[src/rtl/xbus_pkg.sv]
package xbus_pkg;
  typedef enum logic [2:0] {
    XK_FETCH = 3'd0,
    XK_RD16  = 3'd1,
    XK_WR16  = 3'd2,
    XK_RD8   = 3'd3,
    XK_WR8   = 3'd4
  } xkind_e;

  function automatic logic kind_known(input logic [2:0] k);
    return k <= 3'd4;
  endfunction

  function automatic logic kind_write(input logic [2:0] k);
    return (k == XK_WR16) || (k == XK_WR8);
  endfunction

  function automatic logic kind_fetch(input logic [2:0] k);
    return k == XK_FETCH;
  endfunction

  function automatic logic kind_short(input logic [2:0] k);
    return (k == XK_RD8) || (k == XK_WR8);
  endfunction

  // A fetch leaves the chip when internal code is disabled or the PC passes the top.
  function automatic logic fetch_off_chip(input logic ext_en, input logic [15:0] pc,
                                          input logic [15:0] top);
    return !ext_en || (pc > top);
  endfunction
endpackage

[src/rtl/xbus_phase_ctr.sv]
module xbus_phase_ctr #(
  parameter int PHASES = 6,
  localparam int PW = $clog2(PHASES)
) (
  input  logic          clk,
  input  logic          rst_n,
  input  logic          start,
  output logic          active,
  output logic [PW-1:0] phase,
  output logic          last
);
  assign last = active && (phase == PW'(PHASES - 1));

  always_ff @(posedge clk or negedge rst_n) begin
    if (!rst_n) begin
      active <= 1'b0;
      phase  <= '0;
    end else if (start) begin
      active <= 1'b1;
      phase  <= '0;
    end else if (last) begin
      active <= 1'b0;
      phase  <= '0;
    end else if (active) begin
      phase <= phase + 1'b1;
    end
  end
endmodule

[src/rtl/xbus_route.sv]
module xbus_route #(
  parameter int          ADDR_W   = 16,
  parameter logic [15:0] CODE_TOP = 16'h1FFF
) (
  input  logic [2:0]        kind,
  input  logic [ADDR_W-1:0] addr,
  input  logic              ext_code_en,
  output logic              go_bus,
  output logic              go_int
);
  import xbus_pkg::*;
  logic off;

  assign off    = fetch_off_chip(ext_code_en, 16'(addr), CODE_TOP);
  assign go_bus = kind_known(kind) && (!kind_fetch(kind) || off);
  assign go_int = kind_fetch(kind) && !off;
endmodule

[src/rtl/xbus_ctrl.sv]
module xbus_ctrl #(
  parameter int          ADDR_W   = 16,
  parameter int          PHASES   = 6,
  parameter logic [15:0] CODE_TOP = 16'h1FFF
) (
  input  logic                clk,
  input  logic                rst_n,
  input  logic                req_valid,
  input  logic [2:0]          req_kind,
  input  logic [ADDR_W-1:0]   req_addr,
  input  logic [ADDR_W/2-1:0] req_wdata,
  input  logic                ext_code_en,
  input  logic [ADDR_W/2-1:0] hi_latch,
  output logic                req_ready,
  output logic                done,
  output logic [ADDR_W/2-1:0] rdata,
  output logic                int_fetch,
  output logic                ale,
  output logic                psen_n,
  output logic                rd_n,
  output logic                wr_n,
  output logic [ADDR_W/2-1:0] lo_out,
  output logic                lo_oe,
  input  logic [ADDR_W/2-1:0] lo_in,
  output logic [ADDR_W/2-1:0] hi_out,
  output logic                lo_fill
);
  import xbus_pkg::*;

  localparam int DW          = ADDR_W / 2;
  localparam int PW          = $clog2(PHASES);
  localparam int STROBE_FROM = 2;
  localparam int STROBE_TO   = PHASES - 2;

  logic          bus_active, last_phase, accept, go_bus, go_int, start;
  logic [PW-1:0] phase;
  logic [2:0]    cur_kind;
  logic [ADDR_W-1:0] cur_addr;
  logic [DW-1:0] cur_wdata;
  logic          addr_window, data_window, strobe_window, short_mode, is_wr, is_fetch;
  logic          sample_now;

  xbus_phase_ctr #(.PHASES(PHASES)) u_phase (
    .clk(clk), .rst_n(rst_n), .start(start),
    .active(bus_active), .phase(phase), .last(last_phase)
  );

  xbus_route #(.ADDR_W(ADDR_W), .CODE_TOP(CODE_TOP)) u_route (
    .kind(req_kind), .addr(req_addr), .ext_code_en(ext_code_en),
    .go_bus(go_bus), .go_int(go_int)
  );

  assign req_ready = !bus_active || last_phase;
  assign accept    = req_valid && req_ready;
  assign start     = accept && go_bus;

  always_ff @(posedge clk or negedge rst_n) begin
    if (!rst_n) begin
      cur_kind  <= 3'd0;
      cur_addr  <= '0;
      cur_wdata <= '0;
      int_fetch <= 1'b0;
    end else begin
      int_fetch <= accept && go_int;
      if (start) begin
        cur_kind  <= req_kind;
        cur_addr  <= req_addr;
        cur_wdata <= req_wdata;
      end
    end
  end

  // Phase windows of the bus cycle
  assign addr_window   = bus_active && (phase < PW'(STROBE_FROM));
  assign data_window   = bus_active && (phase >= PW'(STROBE_FROM));
  assign strobe_window = data_window && (phase <= PW'(STROBE_TO));
  assign sample_now    = strobe_window && (phase == PW'(STROBE_TO)) && !is_wr;
  assign short_mode    = kind_short(cur_kind);
  assign is_wr         = kind_write(cur_kind);
  assign is_fetch      = kind_fetch(cur_kind);

  assign ale     = bus_active && (phase == '0);
  assign lo_fill = ale;
  assign psen_n  = !(strobe_window && is_fetch);
  assign rd_n    = !(strobe_window && !is_fetch && !is_wr);
  assign wr_n    = !(strobe_window && is_wr);
  assign done    = last_phase;

  assign lo_oe  = addr_window || (data_window && is_wr);
  assign lo_out = addr_window ? cur_addr[DW-1:0]
                : ((data_window && is_wr) ? cur_wdata : {DW{1'b1}});
  assign hi_out = (bus_active && !short_mode) ? cur_addr[ADDR_W-1:DW] : hi_latch;

  always_ff @(posedge clk or negedge rst_n) begin
    if (!rst_n)          rdata <= '0;
    else if (sample_now) rdata <= lo_in;
  end
endmodule

[config.mk]
export PLATFORM = sky130hd
export DESIGN_NAME = xbus_ctrl
export DESIGN_NICKNAME = d
export VERILOG_FILES = /design/src/rtl/xbus_pkg.sv /design/src/rtl/xbus_phase_ctr.sv /design/src/rtl/xbus_route.sv /design/src/rtl/xbus_ctrl.sv
export SDC_FILE = /design/constraint.sdc
export NUM_CORES = 1
export LEC_CHECK = 0
export BUFFER_PORTS_ARGS = -buffer_cell sky130_fd_sc_hd__buf_2
export CORE_ASPECT_RATIO = 1.2
export CORE_MARGIN = 2
export CORE_UTILIZATION = 38
export DETAILED_ROUTE_END_ITERATION = 12
export PLACE_DENSITY = 0.71
export SLEW_MARGIN = 10
export SYNTH_ARGS = -nofsm -noshare
export SYNTH_HDL_FRONTEND = slang
export SYNTH_HIERARCHICAL = 1
export SYNTH_SLANG_ARGS = --single-unit
[constraint.sdc]
create_clock -name clk -period 2.5 [get_ports clk]
set_input_delay 0 -clock clk [delete_from_list [all_inputs] [get_ports clk]]
set_output_delay 0 -clock clk [all_outputs]
set_load 0.01 [all_outputs]
# == Yosys cells after proc, flatten, opt, wreduce, memory -nomap -nowiden ==
# Index checks and enable logic that the tools add are counted.
# W data, S select, Z words.
# op_classes
n_addsub,1
n_lt_le_gt_ge,5
eq_ne,5
muxes,8
n_reduce_logical,39
# ops
cell,count
$mux W8,3
$logic_and A1 B1 Y1,18
$gt A16 B13 Y1 const B,1
$logic_not A1 Y1,10
$eq A3 B3 Y1 const B,3
$logic_not A3 Y1,3
$mux W3,3
$eq A3 B2 Y1 const B,2
$le A3 B3 Y1 const B,2
$logic_or A1 B1 Y1,6
$add A3 B1 Y3 const B,1
$ge A3 B2 Y1 const B,1
$lt A3 B2 Y1 const B,1
$reduce_bool A3 Y1,1
$mux W1,2
$reduce_bool A2 Y1,1
# totals
register_bits,40
input_bits,47
out_inout_bits,33
word_cells,65

# == Longest topological paths before layout ==
# depth
depth_word,6
depth_mapped,8
mapped_depth_nobuf,7

# == Hierarchy ==
# The synthesis kept the hierarchy.
# by_module_without_submodules
mod,n_inst,cells_each,area_each_um2,seq_area_each_um2
xbus_ctrl,1,186,2099.5,900.9
xbus_phase_ctr,1,19,211.5,100.1
xbus_route,1,4,36.3,0.0

# == Least setup slack after synthesis ==
# OpenSTA, ideal clock, no wires.
# synth_path
kind,register to register
start,reg u_phase.phase[1]
end,reg cur_addr[0]
setup_ps,125
t_arrival_ps,1851
path_slack_ps,524
path_stages_with_launch,8
n_path_buf,1
synth_period_minus_slack_ps,1976
path_cell_list,dfrtp_1 inv_1 ha_1 and3_2 nand2b_1 nand3_4 buf_4 mux2_2
# synth_between
elab_chain_len,5
# synth_lines
element,line_no,rtl
start: declaration,xbus_phase_ctr.sv:9,"output logic [PW-1:0] phase,"
start signal: assignment,xbus_phase_ctr.sv:25,phase <= phase + 1'b1;
$eq A3 B3 Y1,xbus_phase_ctr.sv:12,assign last = active && (phase == PW'(PHASES - 1));
$logic_and A1 B1 Y1,xbus_phase_ctr.sv:12,
net done,xbus_ctrl.sv:15,"output logic done,"
$logic_or A1 B1 Y1,xbus_ctrl.sv:53,assign req_ready = !bus_active || last_phase;
net req_ready,xbus_ctrl.sv:14,"output logic req_ready,"
$logic_and A1 B1 Y1,xbus_ctrl.sv:54,assign accept = req_valid && req_ready;
$logic_and A1 B1 Y1,xbus_ctrl.sv:55,assign start = accept && go_bus;
end signal: assignment,xbus_ctrl.sv:67,cur_addr <= req_addr;
end: declaration,xbus_ctrl.sv:38,logic [ADDR_W-1:0] cur_addr;
# The timed path passes the listed nets, and every way through them passes these cells.
# A chain may end at the register's enable or synchronous reset.

# == Final worst setup path ==
# layout_path
start,in req_kind[1]
end,reg cur_kind[1]
# layout_between
elab_chain_len,5
elab_cells_between_ends,6
classes_between,1 x order compare; 5 x reduce/logical
# layout_lines
element,line_no,rtl
start: declaration,xbus_ctrl.sv:9,"input logic [2:0] req_kind,"
"parallel branches: the longest is 3 deep, another holds $le A3 B3 Y1",n/a,
$logic_and A1 B1 Y1 *,xbus_route.sv:15,assign go_bus = kind_known(kind) && (!kind_fetch(kind) || off);
net go_bus,xbus_ctrl.sv:35,"logic bus_active, last_phase, accept, go_bus, go_int, start;"
$logic_and A1 B1 Y1 *,xbus_ctrl.sv:55,
end signal: assignment,xbus_ctrl.sv:66,cur_kind <= req_kind;
end: declaration,xbus_ctrl.sv:37,logic [2:0] cur_kind;
# Mark *: on every way through the listed nets, which the timed path passes.

==> reports/qor.yml <==
yosys_warnings: 6
fin_tns_setup_ns: 0
die-area_um2: 6820
ys.flop_type: "dfrtp_1"
core_um2: 6010
die_w_um: 75.7
final.setup_skew_ns: 0.00881
drt-initial-drc-count: 56
ys_types: 39
cp_max_fo: 28
root_buffer: "clkbuf_8"
setup-violations-final: 0
min_to: "cur_kind[2]"
finalHoldViolCount: 0
die_h_um: 90.1
synth_edf_count: 0
avgRoutedWirePerCell_um: 14.4
antenna_cells: 0
async_reset_ff_frac: 1.00
syn_inst: 209
antenna_found_initial: 0
instances_no_fill: 403
dr.pass1.iters: 4
post-dp-hpwl_um: 3890
fin_nets: 369
finalMaxSlewViolations: 0
pwr_density_cell_nw_per_um2: 1210
final_util: 0.539
status: "finished clean"
cts.sinks: 40
reg2regPathDepth: 6
post_cts_buffers: 0
peakVddDrop_mv: 0.854
grt_setup_unrepaired: "false"
clockBufferDepth: 2
r2r_slack_ns: 0.48
via_per_inst: 5.07
crit_required_ns: 2.68
wirelength_um: 5800
max_slew_margin: 0.414
initial_core_util: 0.390
worstSetupEndpointType: "register"
drv_cap: 0
syn_avg_cell_area_um2: 11.2
num_vias: 2043
drive_above_1_share: 0.452
yosys.area.top_type: "dfrtp_1"
io_buffers: 79
areaGrowthSynthToFinish_pct: 38.2
rows: 31
synthTopCellsByArea: "dfrtp_1, mux2_2, mux2i_1"
cts_max_level: 2
cts_tree: "built"
r2r_end: "cur_kind[1]"
finalCritPeriodShare: 0.855
gp_congestion: 0.748
drc_errors: 0
hold_class: "in2reg"
fmax_mhz: 468
grt-ovfl-total: 0
clk_latency_ns: 0.30
worst_pin_slew_ns: 0.880
grt_max_degree: 41
synth_area_um2: 2350
yosysSeqAreaShare: 0.426
total_leakage_power_nw: 1.49
fin_crit_ns: 2.14
first_global_vias: 1986
antenna_left: 0
cp.arrival_ns: 2.32
yosys.area.top_type_share: 0.426
whs_path_depth: 2
grt_pass1_wl_um: 9420
path_class: "in2reg"
track_usage: 0.177
hp-start: "req_kind[2]"
r2r-start: "u_phase/phase[1]"
cts_buffers: 5
clk_pin_slew_ns: 0.08
place_inst: 359
ys_seq_elements: 40
ios: 80
crit_path_start_kind: "primary input"
syn-num-nets: 258
==> sequential cells by signal, summed over array words and instances (netlist names) <==
signal,count
cur_kind,3
int_fetch,1
u_phase/phase,3
u_phase/active,1
cur_addr,16
rdata,8
cur_wdata,8
==> worst max-delay path by stage <==
stage / from / endpoint / slack, ns / depth (start not counted)
floorplan: u_phase/phase[1] / cur_addr[0] / 0.52 / 7
global placement: u_phase/phase[1] / u_phase/active / 0.52 / 7
detailed placement: u_phase/phase[1] / cur_wdata[4] / 0.46 / 6
CTS: req_kind[1] / cur_kind[1] / 0.34 / 6
global route: req_kind[1] / cur_addr[11] / 0.28 / 6
finish: req_kind[1] / cur_kind[1] / 0.36 / 6
==> cells in the final DEF (no fill, tap or decap), types with 3 or more instances in the layout <==
master and n:
a211oi_1 8, nand2b_1 3, nand3_1 8, nand2_1 17, o22ai_1 8, a21oi_1 4
dlygate4sd3_1 36, or3b_1 3, nand3b_1 9, a21boi_0 7, mux2i_1 9, clkbuf_8 5
buf_4 4, buf_2 79, dfrtp_1 40, or3b_2 6, a211o_1 8, mux2_2 35
==> per-stage QoR <==
step                total power, mW  instance area, µm²  setup slack [ns]  hold WS (ns)
floorplan                      2.79                2350             0.524        -0.296
global placement               3.40                2790             0.520         0.174
detailed placement             3.47                2790             0.464         0.178
CTS                            3.95                3240             0.343       0.00450
global route                   4.25                3240             0.283        0.0192
finish                         3.94                3240             0.363        0.0136
==> kinds of logic after synthesis <==
logic type / after synthesis / synth area share
AO/OA/AOI/OAI: 43 / 0.141
XOR/XNOR: 1 / 0.00693
adder cells (fa/ha/maj): 2 / 0.0107
buffers and inverters: 17 / 0.0384
flip-flops: 40 / 0.426
multiplexers: 44 / 0.206
AND/OR/NAND/NOR: 62 / 0.171
==> report_power, final <==
group | switching [mW] | internal, mW | total [mW]
sequential | 0.329 | 0.967 | 1.30
clock | 0.239 | 0.198 | 0.437
combinational | 1.10 | 1.10 | 2.20
==> synth_stat cells (2+ instances only) <==
cell and count:
nand2_1 17, a211oi_1 8, a21boi_0 7, nand3b_1 9
nor2_1 2, buf_4 5, or3b_1 3, inv_1 2
o22ai_1 8, or3_1 2, dfrtp_1 40, a211o_1 8
ha_1 2, nand2b_1 3, a21oi_1 4, o21ai_0 2
or2_2 2, nand3_1 8, or3b_2 6, nor3b_2 2
buf_2 6, mux2i_1 9, clkbuf_1 4, mux2_2 35
==> critical path: stages <==
cell and delay (ns):
dlygate4sd3_1 0.54, buf_2 0.14, or4b_4 0.54, o41a_1 0.37
nand3_4 0.34, mux2_2 0.38
==> timing repair <==
item	4_1_cts	5_1_grt
resized for setup	0	0
hold buffers	36	0
hold endpoints to repair	75	0
==> per-layer routing <==
layer	share of wire	track usage	wire length, µm
met3	0.052	0.0404	300
met5	0	0	0
met1	0.41	0.218	2360
met4	0.016	0.0556	91
met2	0.53	0.297	3050
==> final cells by class <==
cell class | instances | area, µm²
multi-input combinational | 152 | 1260
clock inverter | 3 | 21.3
inverter | 2 | 7.51
clock buffer | 5 | 68.8
timing repair buffer | 119 | 786
sequential | 40 | 1000
tap | 82 | 103
fill | 537 | 2770
Note: power is estimated with default switching activity, not from simulation.
